## src/rtl/lcd4_pkg.sv

```systemverilog
package lcd4_pkg;

    localparam int INIT_LEN = 7;

    typedef enum logic [3:0] {
        ST_IDLE,
        ST_INIT_SEND,
        ST_INIT_STROBE,
        ST_HOLD,
        ST_FETCH,
        ST_HI_SEND,
        ST_HI_STROBE,
        ST_LO_SEND,
        ST_LO_STROBE,
        ST_DONE
    } seq_state_t;

    typedef enum logic [1:0] {
        TX_IDLE,
        TX_SETUP,
        TX_HIGH
    } tx_state_t;

    // Setup nibble for each step of the bring-up sequence.
    function automatic logic [3:0] init_nibble(input logic [2:0] idx);
        logic [3:0] n;
        unique case (idx)
            3'd0, 3'd1: n = 4'h2;
            3'd2:       n = 4'h8;
            3'd3, 3'd5: n = 4'h0;
            3'd4:       n = 4'h6;
            default:    n = 4'hF;
        endcase
        return n;
    endfunction

    // Steps after which the settling wait must follow.
    function automatic logic init_wait_after(input logic [2:0] idx);
        return (idx[0] == 1'b0);
    endfunction

endpackage

```

## src/rtl/lcd4_char_buf.sv

```systemverilog
module lcd4_char_buf #(
    parameter int DEPTH = 16,
    localparam int AW = $clog2(DEPTH)
) (
    input  logic          clk,
    input  logic          wr_en,
    input  logic [AW-1:0] wr_addr,
    input  logic [7:0]    wr_data,
    input  logic [AW-1:0] rd_addr,
    output logic [7:0]    rd_data
);

    logic [7:0] mem [DEPTH];

    always_ff @(posedge clk) begin
        if (wr_en) begin
            mem[wr_addr] <= wr_data;
        end
    end

    assign rd_data = mem[rd_addr];

endmodule

```

## src/rtl/lcd4_nibble_strobe.sv

```systemverilog
module lcd4_nibble_strobe
    import lcd4_pkg::*;
#(
    parameter int SETUP_CYC = 2,
    parameter int HIGH_CYC  = 4,
    localparam int MAXC = (SETUP_CYC > HIGH_CYC) ? SETUP_CYC : HIGH_CYC,
    localparam int CW   = $clog2(MAXC + 1)
) (
    input  logic       clk,
    input  logic       rst_n,
    input  logic       go,
    input  logic [3:0] nib,
    input  logic       rs_in,
    output logic [3:0] lcd_d,
    output logic       lcd_rs,
    output logic       lcd_en,
    output logic       nib_done
);

    tx_state_t   tx_st;
    logic [CW-1:0] cnt;
    logic [3:0]  d_q;
    logic        rs_q;

    always_ff @(posedge clk or negedge rst_n) begin
        if (!rst_n) begin
            tx_st    <= TX_IDLE;
            cnt      <= '0;
            d_q      <= '0;
            rs_q     <= 1'b0;
            nib_done <= 1'b0;
        end else begin
            nib_done <= 1'b0;
            unique case (tx_st)
                TX_IDLE: begin
                    if (go) begin
                        d_q   <= nib;
                        rs_q  <= rs_in;
                        cnt   <= '0;
                        tx_st <= TX_SETUP;
                    end
                end
                TX_SETUP: begin
                    if (cnt == CW'(SETUP_CYC - 1)) begin
                        cnt   <= '0;
                        tx_st <= TX_HIGH;
                    end else begin
                        cnt <= cnt + 1'b1;
                    end
                end
                TX_HIGH: begin
                    if (cnt == CW'(HIGH_CYC - 1)) begin
                        cnt      <= '0;
                        nib_done <= 1'b1;
                        tx_st    <= TX_IDLE;
                    end else begin
                        cnt <= cnt + 1'b1;
                    end
                end
                default: tx_st <= TX_IDLE;
            endcase
        end
    end

    always_comb begin
        lcd_d  = d_q;
        lcd_rs = rs_q;
        lcd_en = (tx_st == TX_HIGH);
    end

    // bus lines frozen while the strobe is high
    a_r2_bus_stable_high: assert property (@(posedge clk) disable iff (!rst_n)
        (lcd_en && $past(lcd_en)) |-> ($stable(lcd_d) && $stable(lcd_rs)));

    // a new nibble is only launched when the strobe unit is free
    a_r2_go_when_idle: assert property (@(posedge clk) disable iff (!rst_n)
        go |-> (tx_st == TX_IDLE));

endmodule

```

## src/rtl/lcd4_text_writer.sv

```systemverilog
module lcd4_text_writer
    import lcd4_pkg::*;
#(
    parameter int DEPTH         = 16,
    parameter int SETUP_CYC     = 2,
    parameter int HIGH_CYC      = 4,
    parameter int BYTE_WAIT_CYC = 4000,
    localparam int AW = $clog2(DEPTH),
    localparam int PW = AW + 1,
    localparam int HW = $clog2(BYTE_WAIT_CYC + 1)
) (
    input  logic          clk,
    input  logic          rst_n,
    input  logic          start,
    input  logic          wr_en,
    input  logic [AW-1:0] wr_addr,
    input  logic [7:0]    wr_data,
    output logic [3:0]    lcd_d,
    output logic          lcd_rs,
    output logic          lcd_en,
    output logic          done
);

    seq_state_t    st, st_n;
    logic [2:0]    step;
    logic [PW-1:0] ptr;
    logic [HW-1:0] hold_cnt;
    logic [7:0]    char_q;
    logic [7:0]    buf_byte;
    logic          tx_go, tx_rs, tx_done;
    logic [3:0]    tx_nib;
    logic          at_end;
    logic          hold_over;

    lcd4_char_buf #(.DEPTH(DEPTH)) u_buf (
        .clk     (clk),
        .wr_en   (wr_en),
        .wr_addr (wr_addr),
        .wr_data (wr_data),
        .rd_addr (ptr[AW-1:0]),
        .rd_data (buf_byte)
    );

    lcd4_nibble_strobe #(.SETUP_CYC(SETUP_CYC), .HIGH_CYC(HIGH_CYC)) u_tx (
        .clk      (clk),
        .rst_n    (rst_n),
        .go       (tx_go),
        .nib      (tx_nib),
        .rs_in    (tx_rs),
        .lcd_d    (lcd_d),
        .lcd_rs   (lcd_rs),
        .lcd_en   (lcd_en),
        .nib_done (tx_done)
    );

    assign at_end    = (ptr == PW'(DEPTH)) || (buf_byte == 8'h00);
    assign hold_over = (hold_cnt == HW'(BYTE_WAIT_CYC - 1));

    // Next-state logic
    always_comb begin
        st_n = st;
        unique case (st)
            ST_IDLE, ST_DONE: if (start) st_n = ST_INIT_SEND;
            ST_INIT_SEND:     st_n = ST_INIT_STROBE;
            ST_INIT_STROBE: begin
                if (tx_done) st_n = init_wait_after(step) ? ST_HOLD : ST_INIT_SEND;
            end
            ST_HOLD: begin
                if (hold_over) st_n = (step == 3'(INIT_LEN)) ? ST_FETCH : ST_INIT_SEND;
            end
            ST_FETCH:         st_n = at_end ? ST_DONE : ST_HI_SEND;
            ST_HI_SEND:       st_n = ST_HI_STROBE;
            ST_HI_STROBE:     if (tx_done) st_n = ST_LO_SEND;
            ST_LO_SEND:       st_n = ST_LO_STROBE;
            ST_LO_STROBE:     if (tx_done) st_n = ST_HOLD;
            default:          st_n = ST_IDLE;
        endcase
    end

    // State register and step bookkeeping
    always_ff @(posedge clk or negedge rst_n) begin
        if (!rst_n) begin
            st       <= ST_IDLE;
            step     <= '0;
            ptr      <= '0;
            hold_cnt <= '0;
            char_q   <= '0;
            done     <= 1'b0;
        end else begin
            st <= st_n;
            unique case (st)
                ST_IDLE, ST_DONE: begin
                    if (start) begin
                        step <= '0;
                        ptr  <= '0;
                        done <= 1'b0;
                    end
                end
                ST_INIT_STROBE: begin
                    if (tx_done) begin
                        step     <= step + 3'd1;
                        hold_cnt <= '0;
                    end
                end
                ST_HOLD:  hold_cnt <= hold_cnt + 1'b1;
                ST_FETCH: begin
                    if (at_end) done <= 1'b1;
                    else        char_q <= buf_byte;
                end
                ST_LO_STROBE: begin
                    if (tx_done) begin
                        ptr      <= ptr + 1'b1;
                        hold_cnt <= '0;
                    end
                end
                default: ;
            endcase
        end
    end

    // Output decode toward the strobe unit
    always_comb begin
        tx_go  = 1'b0;
        tx_rs  = 1'b0;
        tx_nib = 4'h0;
        unique case (st)
            ST_INIT_SEND: begin
                tx_go  = 1'b1;
                tx_nib = init_nibble(step);
            end
            ST_HI_SEND: begin
                tx_go  = 1'b1;
                tx_rs  = 1'b1;
                tx_nib = char_q[7:4];
            end
            ST_LO_SEND: begin
                tx_go  = 1'b1;
                tx_rs  = 1'b1;
                tx_nib = char_q[3:0];
            end
            default: ;
        endcase
    end

    // instruction strobes carry register-select low
    a_r1_rs_instr: assert property (@(posedge clk) disable iff (!rst_n)
        (lcd_en && st == ST_INIT_STROBE) |-> !lcd_rs);

    // character strobes carry register-select high
    a_r1_rs_text: assert property (@(posedge clk) disable iff (!rst_n)
        (lcd_en && (st == ST_HI_STROBE || st == ST_LO_STROBE)) |-> lcd_rs);

    // no strobe once the string is finished
    a_r8_done_quiet: assert property (@(posedge clk) disable iff (!rst_n)
        done |-> !lcd_en);

    // read pointer never passes the end of the buffer
    a_r7_ptr_bound: assert property (@(posedge clk) disable iff (!rst_n)
        ptr <= PW'(DEPTH));

endmodule

```

## config.mk

```make
export PLATFORM = sky130hd
export DESIGN_NAME = lcd4_text_writer
export DESIGN_NICKNAME = d
export VERILOG_FILES = /design/src/rtl/lcd4_pkg.sv /design/src/rtl/lcd4_char_buf.sv /design/src/rtl/lcd4_nibble_strobe.sv /design/src/rtl/lcd4_text_writer.sv
export SDC_FILE = /design/constraint.sdc
export NUM_CORES = 1
export LEC_CHECK = 0
export BUFFER_PORTS_ARGS = -buffer_cell sky130_fd_sc_hd__buf_4
export CORE_MARGIN = 1
export CORE_UTILIZATION = 57
export CTS_BUF_LIST = sky130_fd_sc_hd__clkbuf_8 sky130_fd_sc_hd__clkbuf_16
export CTS_CLUSTER_DIAMETER = 200
export DETAILED_ROUTE_END_ITERATION = 6
export GPL_TIMING_DRIVEN = 1
export PLACE_DENSITY = 0.74
export SYNTH_ARGS = -nofsm -noshare
export SYNTH_HDL_FRONTEND = slang
export SYNTH_HIERARCHICAL = 1
export SYNTH_SLANG_ARGS = --single-unit
```

## constraint.sdc

```tcl
create_clock -name clk -period 4.7 [get_ports clk]
set_clock_uncertainty 0.05 [all_clocks]
set_input_delay 0.235 -clock clk [delete_from_list [all_inputs] [get_ports clk]]
set_output_delay 0.235 -clock clk [all_outputs]
set_load 0.01 [all_outputs]
```

* After elaboration in Yosys (flattened, before gate mapping) *
Memories as Yosys holds them, arrays and structs flattened.
Cells that the tools add are included.

cells by class
  multiplexer cells = 36
  bitwise operators = 1
  equality and inequality tests = 31
  reductions and logical operators = 25
  add/subtract/negate cells = 4

operators with widths
  kind                                           number
  case mux 4 bit (9 select lines)                1
  2-to-1 mux 4 bit                               6
  case mux 12 bit (2 select lines)               1
  2-to-1 mux 3 bit                               6
  == test 4 x 3 -> 1 bit, second input constant  4
  case mux 4 bit (4 select lines)                1
  adder 12 x 1 -> 12 bit, second input constant  1
  == test 12 bit, second input constant          1
  2-to-1 mux 12 bit                              1
  != test 2 x 1 -> 1 bit, second input constant  6
  case mux 4 bit (3 select lines)                1
  AND reduction 3 bit                            4
  2-to-1 mux 5 bit                               2
  case mux 5 bit (2 select lines)                1
  OR reduction 2 bit                             5
  == test 3 x 2 -> 1 bit, second input constant  3
  == test 3 bit, second input constant           3
  case mux 3 bit (3 select lines)                1
  == test 4 x 2 -> 1 bit, second input constant  2
  == test 4 bit, second input constant           2
  logical NOT 8 bit                              1
  2-to-1 mux 1 bit                               8
  2-to-1 mux 2 bit                               4
  != test 2 bit, second input constant           4
  other kinds (20)                               28

storage, ports and cells
  bits in writable memories = 128
  memories = 1
  register bits = 44
  word-level logic and storage cells = 109

memory list
  memory     words  bits a word  read ports  clocked after memory_dff  write ports  line                 text
  u_buf.mem  16     8            1           0                         1            lcd4_char_buf.sv:13  logic [7:0] mem [DEPTH];

* Logic depth before layout (Yosys ltp) *
Gate-level depths: netlist of the first run.

  word-level depth = 5
  depth in mapped cells = 9
  mapped depth without buffers = 7

* Cells and area by module *
Netlist of the first run, hierarchy kept.

by module, submodules not included
  module              sequential area each (um^2)  cells an instance  instances  area an instance (um^2)
  lcd4_char_buf       3843.7                       221                1          4987.3
  lcd4_text_writer    825.8                        210                1          2057.0
  lcd4_nibble_strobe  275.3                        50                 1          626.9

* Least setup slack after synthesis of the first run *
Ideal clock, no wire load.

  kind = reg2reg
  start = register ptr[0]
  end = register char_q[0]
  required time = 4525 ps
  buffers on the path = 2
  data arrival time = 2476 ps
  cell stages (with the launch flop) = 9
  path slack = 2050 ps
  cells stage by stage = dfrtp_1 > buf_6 > buf_6 > mux4_1 > a22oi_1 > nand2_1 > nor4_1 > a221oi_4 > mux2_2

between the ends
  longest elaborated chain between the ends = 5

ends and longest elaborated chain
  item                                  line                     text
  start: declaration                    lcd4_text_writer.sv:26   logic [PW-1:0] ptr;
  start signal: assignment              lcd4_text_writer.sv:112  ptr <= ptr + 1'b1;
  memory (16 x 8 bit)                   n/a
  named net buf_byte[1]                 lcd4_text_writer.sv:29   logic [7:0] buf_byte;
  logical NOT 8 bit                     lcd4_text_writer.sv:56   assign at_end = (ptr == PW'(DEPTH)) || (buf_byte == 8'h00);
  logical OR 1 bit                      lcd4_text_writer.sv:56
  inverter 1 bit (no source line)       n/a
  AND reduction 2 bit (no source line)  n/a
  end signal: assignment                lcd4_text_writer.sv:108  else char_q <= buf_byte;
  end: declaration                      lcd4_text_writer.sv:28   logic [7:0] char_q;

The timed path passes the listed nets, and every way through them passes these cells.
A chain may end at the register's enable or synchronous reset.

* Worst setup path after layout of the first run *
  start = register ptr[0]
  end = register char_q[1]

The elaborated chain is that of the path after synthesis.

==> results of run 1 <==
-- cell usage in the layout (no fill, tap or decap), drive strengths merged, types with 16 or more instances in the layout --
cell / n
buf: 29
ha: 16
nand2: 25
mux2: 19
a22oi: 17
clkbuf: 17
edfxtp: 128
mux4: 32
nor2: 26
dfrtp: 44
inv: 22
-- worst paths after layout --
| kind | cells after the start | to |
|---|---|---|
| max | 7 | char_q[1] |
| min | 1 | u_buf/mem[4][5] |
| max reg2reg | 7 | char_q[1] |
| min reg2reg | 1 | char_q[0] |
| max in group asynchronous | 2 | ptr[0] |
| min in group asynchronous | 2 | hold_cnt[9] |
-- stage by stage --
stage / cells / hold WS [ps]
2_1_floorplan: 481 / -111
4_1_cts: 697 / 50.2
3_3_place_gp: 665 / 220
3_5_place_dp: 665 / 223
6_report: 697 / 60.6
5_1_grt: 697 / 67.2
-- flip-flops by register name, summed over array words and instances (netlist names), 2 cells and up --
| signal | flops |
|---|---|
| u_buf/mem | 128 |
| hold_cnt | 12 |
| char_q | 8 |
| ptr | 5 |
| st | 4 |
| u_tx/lcd_d | 4 |
| step | 3 |
| u_tx/cnt | 3 |
| u_tx/tx_st | 2 |
-- report_power, final --
part	total, mW	switching [mW]	internal [mW]	leakage, nW
Combinational	0.0722	0.0492	0.0230	1.16
Clock	1.33	0.591	0.737	0.267
Sequential	1.66	0.00582	1.66	1.71
-- worst max-delay path, stage by stage, from the launching register on --
cell	delay [ps]
dfrtp_2	550
buf_4	350
mux4_1	590
a22oi_1	230
nand2_1	130
nor4_1	580
a221oi_4	240
mux2_2	330
-- cell type report --
cell class                      instances  area [um^2]
Timing Repair Buffer                   30          228
Multi-Input combinational cell        273         2540
Sequential cell                       172         4950
Fill cell                             924         4640
Clock inverter                         14          134
Inverter                               15         56.3
Clock buffer                           17          425
Tap cell                              176          220
-- cells by family after synthesis --
logic type / count (synthesis) / share of synthesized area [%]
adder cells (fa/ha/maj): 16 / 2.61
AND/OR/NAND/NOR: 125 / 8.91
AO/OA/AOI/OAI: 65 / 6.67
XOR/XNOR: 5 / 0.571
flip-flops: 172 / 64.5
multiplexers: 62 / 14.3
buffers and inverters: 36 / 2.48
-- layer usage --
| layer | track usage (%) | up-vias |
|---|---|---|
| met5 | 0 | - |
| met2 | 35.6 | 111 |
| li1 | - | 1948 |
| met3 | 5.43 | 8 |
| met4 | 6.41 | 0 |
| met1 | 27.9 | 2119 |
-- repair_timing --
item / CTS / global route
endpoints found under the hold margin: 44 / 0
setup buffers: 0 / 0
hold buffers: 1 / 0
==> run summary, run 1 <==
Lkg Pwr - 3.14 nW
Final worst path period share - 67.4%
Startpoint Class - register
Diodes inserted - 0
Setup violators final - 0
WL per Instance - 20.0 um
CTS H-Tree Depth - 4
Yosys warns - 6
Fin crit period - 3170 ps
Critical Path RT - 4950 ps
Top sig layer - met4
Layout area overhead - 11.4%
Boundary pin count - 23
Worst reg2reg setup slack - 1530 ps
Max Clk Rate - 0.315 GHz
Fraction of registers with async set/reset - 25.6%
Share of cells above drive strength 1 - 20.3%
Die footprint - 13,900 um^2
Gr ovfl total - 0
Top post-synthesis cells by area - edfxtp_1 (50%), dfrtp_1 (14%), mux4_2 (5.3%), mux4_1 (4.8%), ha_1 (2.6%)
Main flop type after synthesis - edfxtp_1
Syn nets - 513
Cell area after synthesis - 7670 um^2
Util after Layout - 64.8%
Crit path DAT - 3420 ps
Detailed Place HPWL - 8.91 mm
Worst Hold Launch - wr_data[5]
Distinct cell type count of the synthesized netlist - 59
Clk_lat worst skew - 420 ps
P per Cell Area - 359 nW/um^2
CTS buffer count - 17
Register bit total from synthesis - 172
CP max FO - 15
Largest net degree at the start of global routing - 45
Sequential area share after synthesis - 64.5%
Met2 WL - 7.07 mm
Core area - 13,200 um^2
RSZ-0062 raised after global routing - false
First-pass GRT wire length - 22.2 mm
Via count - 4,186
Starting Density - 58.2%
Slew Limit Fails - 0
Avg Cell Area, Syn - 15.9 um^2
Largest area contributor in the netlist - edfxtp_1
Reg clk slew, reported paths - 60 ps
Via density per instance - 6.01
Maximum VDD drop - 0.392 mV
Yosys top cell area share - 50.1%
Number of global-route vias before repair - 4,146
Cells after synthesis - 481
Post-synth EDFFs - 128
Max-slew headroom - 21.1%
RR Startpoint - ptr[0]
Critical path class - reg -> reg
Row count - 42
Die height - 118 um
Status - finished clean
Met1 Routed Length - 5.85 mm
Initial DRT Pass Iterations - 4
MaxCap Viol Count - 0
Post-place instance area - 7980 um^2
PnR worst setup slack - 1530 ps
CTS tree - yes
Die W - 118 um
Most common cell in the netlist - edfxtp_1
Clock Tree Buf Depth - 2
Hold Violations, Final - 0
Initial antenna violation count - 0
Routed Antenna Nets - 0
Setup TNS - 0 ps
CTS root buf - clkbuf_16
Worst-margin pin slew - 1170 ps
Dpl ws - 1570 ps
Post-CTS Resized - 0
Clock sink count - 172
Design Power - 3.06 mW
Worst Setup SP - ptr[0]
Hold WC Path Type - in -> reg
Total track usage - 21.4%
Metal3 WL - 839 um
Final Instance Area - 8550 um^2
Crit path capture type - register
DRT iter0 DRCs - 385
Routability congestion estimate - 0.792
Buffers on Ports - 22
Post-Route WL - 13.9 mm
Commonest cells post-synth - edfxtp_1 (128), dfrtp_1 (44), nor2_1 (26), nand2_1 (25), mux4_2 (18)
Nets@finish - 541
DRC viols - 0
(Power assumes the default switching activity.)
==> run 2: changes to the inputs <==
- CORE_UTILIZATION: 57 -> 56
- PLACE_DENSITY: 0.74 -> 0.76
- clock period: 4.7 -> 2.9 ns (I/O delays scaled with it)
==> run summary, run 2 (same netlist as run 1, synthesis figures left out) <==
Number of global-route vias before repair - 4,304
WL per Instance - 20.3 um
Detailed Place HPWL - 9.30 mm
Routability congestion estimate - 0.825
Largest regs - u_buf/mem: 128 flops, hold_cnt: 12 flops, char_q: 8 flops
DRC viols - 0
Die footprint - 14,200 um^2
Routed Antenna Nets - 0
Clk_lat worst skew - 430 ps
Die W - 119 um
Core area - 13,300 um^2
CTS tree - yes
Via density per instance - 6.10
Total track usage - 22.5%
Via count - 4,338
DRT iter0 DRCs - 383
Critical Path RT - 3160 ps
Post-Route WL - 14.4 mm
Slew Limit Fails - 0
P per Cell Area - 569 nW/um^2
Setup violators final - 0
Starting Density - 57.7%
Max reg flops - 128
Gr ovfl total - 0
Startpoint Class - register
CP max FO - 19
Setup TNS - 0 ps
Largest net degree at the start of global routing - 45
Maximum VDD drop - 0.602 mV
Final worst path period share - 93.4%
Hold WC Path Type - in -> reg
Layout area overhead - 13.2%
Most frequent cells in the layout - edfxtp_1 (128), dfrtp_1 (43), buf_4 (34)
Fin crit period - 2710 ps
RSZ-0062 raised after global routing - false
Clock sink count - 172
CP Cell Sequence - buf_12, mux4_1, a22oi_1, nand2_1, nor4_1, buf_4, a221oi_4, mux2_2
Diodes inserted - 0
Clock Tree Buf Depth - 2
Hold Violations, Final - 0
Crit path DAT - 2970 ps
CTS root buf - clkbuf_16
CTS H-Tree Depth - 4
Lkg Pwr - 3.22 nW
Max incr delay on CP - 560 ps
Max Clk Rate - 0.369 GHz
Row count - 42
Die height - 119 um
Most common cell after layout, fill and taps aside - edfxtp_1
CP max-delay cell - mux4_1
Status - finished clean
Boundary pin count - 23
First-pass GRT wire length - 23.6 mm
Nets@finish - 555
MaxCap Viol Count - 0
Initial DRT Pass Iterations - 5
Buffers on Ports - 22
Post-CTS Setup Inserts - 0
Share of cells above drive strength 1 - 21.1%
Worst-margin pin slew - 900 ps
Initial antenna violation count - 0
CTS buffer count - 17
Fillers - 876
Crit path capture type - register
Design Power - 4.94 mW
Critical path class - reg -> reg
Reg clk slew, reported paths - 70 ps
Reg with most FFs - u_buf/mem
Max-slew headroom - 39.8%
-- run 2: per-stage QoR --
stage | setup WS, ps | utilization, % | hold WS, ps | instance area [um^2] | std cells
finish | 192 | 65.3 | 16.1 | 8690 | 711
global route | 55.1 | 65.3 | 14.3 | 8690 | 711
CTS | 130 | 65.3 | 1.78 | 8680 | 711
detailed placement | 151 | 60.6 | 132 | 8060 | 673
global placement | 230 | 60.6 | 126 | 8060 | 673
floorplan | 250 | - | -201 | 7670 | 481
-- run 2: area by class of cell --
type                            instances  area, um^2  area share (%)
Tap cell                              176         220            2.53
Timing Repair Buffer                   44         377            4.34
Clock inverter                         14         121            1.40
Clock buffer                           17         425            4.90
Multi-Input combinational cell        273        2540            29.3
Inverter                               15        56.3           0.648
Sequential cell                       172        4950            56.9
-- run 2: power by group --
group          internal (mW)  switching [mW]
clock                   1.18           0.936
combinational         0.0458          0.0845
sequential              2.69          0.0101
total                   3.91            1.03
-- run 2: worst max-delay path: cells and delay by family, from the launching register on --
kind                   cells  cell delay [ps]
flip-flops                 1              470
multiplexers               2              870
buffers and inverters      2              390
AND/OR/NAND/NOR            2              410
AO/OA/AOI/OAI              2              380
-- run 2: path summary, 6_finish.rpt --
path	startpoint	end	slack [ps]	depth (start not counted)
setup reg to reg	ptr[0]	char_q[0]	190	8
setup / recovery	ptr[0]	char_q[0]	190	8
hold reg to reg	done	done	450	2
hold / removal	wr_data[0]	u_buf/mem[2][0]	20	1
max in group asynchronous	rst_n	ptr[0]	2190	2
min in group asynchronous	rst_n	hold_cnt[8]	190	2
-- run 2: what timing repair did --
item / 4_1_cts / 5_1_grt
hold buffers: 7 / 0
setup endpoints to repair: 0 / 1
gates resized for setup: 0 / 3
endpoints found under the hold margin: 140 / 0
-- run 2: metal layers --
layer	vias up	share of wire (%)	wire [um]	GRT usage [%]
li1	1982	-	-	-
met1	2214	44	6390	30.6
met2	124	50	7200	35.8
met3	18	4.7	674	4.89
met4	0	1.3	182	8.54
met5	-	0	0	0
==> run 3: changes to the inputs <==
==> constraint.sdc (replaced) <==
create_clock -name clk -period 2.9 [get_ports clk]
set_clock_uncertainty 0.05 [all_clocks]
set_input_delay 0.29 -clock clk [delete_from_list [all_inputs] [get_ports clk]]
set_output_delay 0.29 -clock clk [all_outputs]
set_load 0.01 [all_outputs]
==> run summary, run 3 (same netlist as run 1, synthesis figures left out) <==
Status - finished clean
Final worst path period share - 94.5%
Critical path class - reg -> reg
Max reg flops - 128
Boundary pin count - 23
Number of global-route vias before repair - 4,433
Hold Violations, Final - 0
Util after Layout - 65.7%
Die W - 119 um
CTS buffer count - 17
Detailed Place HPWL - 9.43 mm
CTS root buf - clkbuf_16
DRC viols - 0
Layout area overhead - 13.9%
Via count - 4,335
Reg with most FFs - u_buf/mem
RSZ-0062 raised after global routing - false
DRT iter0 DRCs - 389
First-pass GRT wire length - 23.9 mm
Clock Tree Buf Depth - 2
CTS H-Tree Depth - 4
P per Cell Area - 600 nW/um^2
Max Clk Rate - 0.365 GHz
Most common cell after layout, fill and taps aside - edfxtp_1
Routed Antenna Nets - 0
Hold WC Path Type - in -> reg
Core area - 13,300 um^2
Initial DRT Pass Iterations - 5
Slew Limit Fails - 0
Largest regs - u_buf/mem: 128 flops, hold_cnt: 12 flops, char_q: 8 flops
Share of cells above drive strength 1 - 21.9%
CP max FO - 19
WL per Instance - 20.7 um
Row count - 42
Dpl ws - 181 ps
Fin crit period - 2740 ps
Lkg Pwr - 3.25 nW
Max-slew headroom - 40.9%
Most frequent cells in the layout - edfxtp_1 (128), dfrtp_1 (43), buf_4 (38)
Nets@finish - 553
Diodes inserted - 0
Initial antenna violation count - 0
Worst reg2reg setup slack - 160 ps
Clock sink count - 172
Largest net degree at the start of global routing - 45
Worst-margin pin slew - 884 ps
Routability congestion estimate - 0.824
Crit path DAT - 3050 ps
Setup TNS - 0 ps
CTS tree - yes
Setup violators final - 0
Clk_lat worst skew - 420 ps
Critical Path RT - 3210 ps
Starting Density - 57.7%
Total track usage - 22.8%
Post-placement cell count - 675
MaxCap Viol Count - 0
Post-Layout Cell Count - 710
Die footprint - 14,200 um^2
Via density per instance - 6.11
Post-Route WL - 14.7 mm
Buffers on Ports - 22
Startpoint Class - register
PnR worst setup slack - 158 ps
Design Power - 5.25 mW
Die height - 119 um
Reg clk slew, reported paths - 60 ps
Maximum VDD drop - 0.573 mV
Crit path capture type - register
Gr ovfl total - 0
==> run 3: changes by cell type in the layout (fill, tap and decap cells not counted) <==
cell,delta
dlygate4sd3_1,-6
buf_4,+4
bufinv_16,+3
clkinv_2,-2
inv_8,+2
a22oi_1,+1
a22oi_2,-1
clkinv_1,+1
clkinvlp_4,-1
inv_1,-1
inv_6,-1
o21ai_0,+1
o21ai_1,-1
==> run 3: per-stage QoR <==
step / area, um^2 / hold WS [ps]
after global routing: 8740 / 130
after floorplan: 7670 / -55.6
final: 8740 / 128
after detailed placement: 8080 / 273
after CTS: 8720 / 119
after global placement: 8080 / 269
==> run 3: timing repair <==
action,4_1_cts,5_1_grt
endpoints found under the setup margin,0,9
resized for setup,0,1
endpoints found under the hold margin,44,0
setup buffers,0,2
hold buffers,1,0
==> run 3: area by class of cell <==
type | count | area, um^2
clock buffer | 17 | 425
clock inverter | 15 | 208
timing repair buffer | 42 | 347
inverter | 15 | 56.3
multi-input combinational | 273 | 2540
tap | 176 | 220
sequential | 172 | 4950
fill | 917 | 4560
==> run 3: worst paths after layout <==
check / end / start / depth (start not counted)
min reg2reg: char_q[3] / char_q[3] / 1
min: u_buf/mem[14][5] / wr_data[5] / 1
max reg2reg: st[3] / ptr[0] / 9
max in group asynchronous: ptr[0] / rst_n / 2
max: st[3] / ptr[0] / 9
min in group asynchronous: hold_cnt[8] / rst_n / 2
==> run 3: where the power goes <==
part | total, mW | switching, mW | leakage [nW] | internal (mW)
clock | 2.42 | 0.965 | 0.307 | 1.46
combinational | 0.124 | 0.0826 | 1.23 | 0.0409
sequential | 2.70 | 0.0106 | 1.71 | 2.69
total | 5.25 | 1.06 | 3.25 | 4.19
==> run 3: per-layer routing <==
layer	routed length, um	vias to the layer above	global-route usage [%]
met1	6520	2228	30.6
met5	0	-	0
met2	7360	107	36.8
li1	-	1980	-
met3	637	20	5.89
met4	168	0	6.72
==> run 3: critical path: stages (launching register included) <==
cell     delay, ps
dfrtp_2        450
buf_12         230
mux4_1         580
a22oi_1        260
nand2_1        120
nor4_1         320
buf_4          190
a22oi_1        120
o21ai_0        210
a22o_1         160
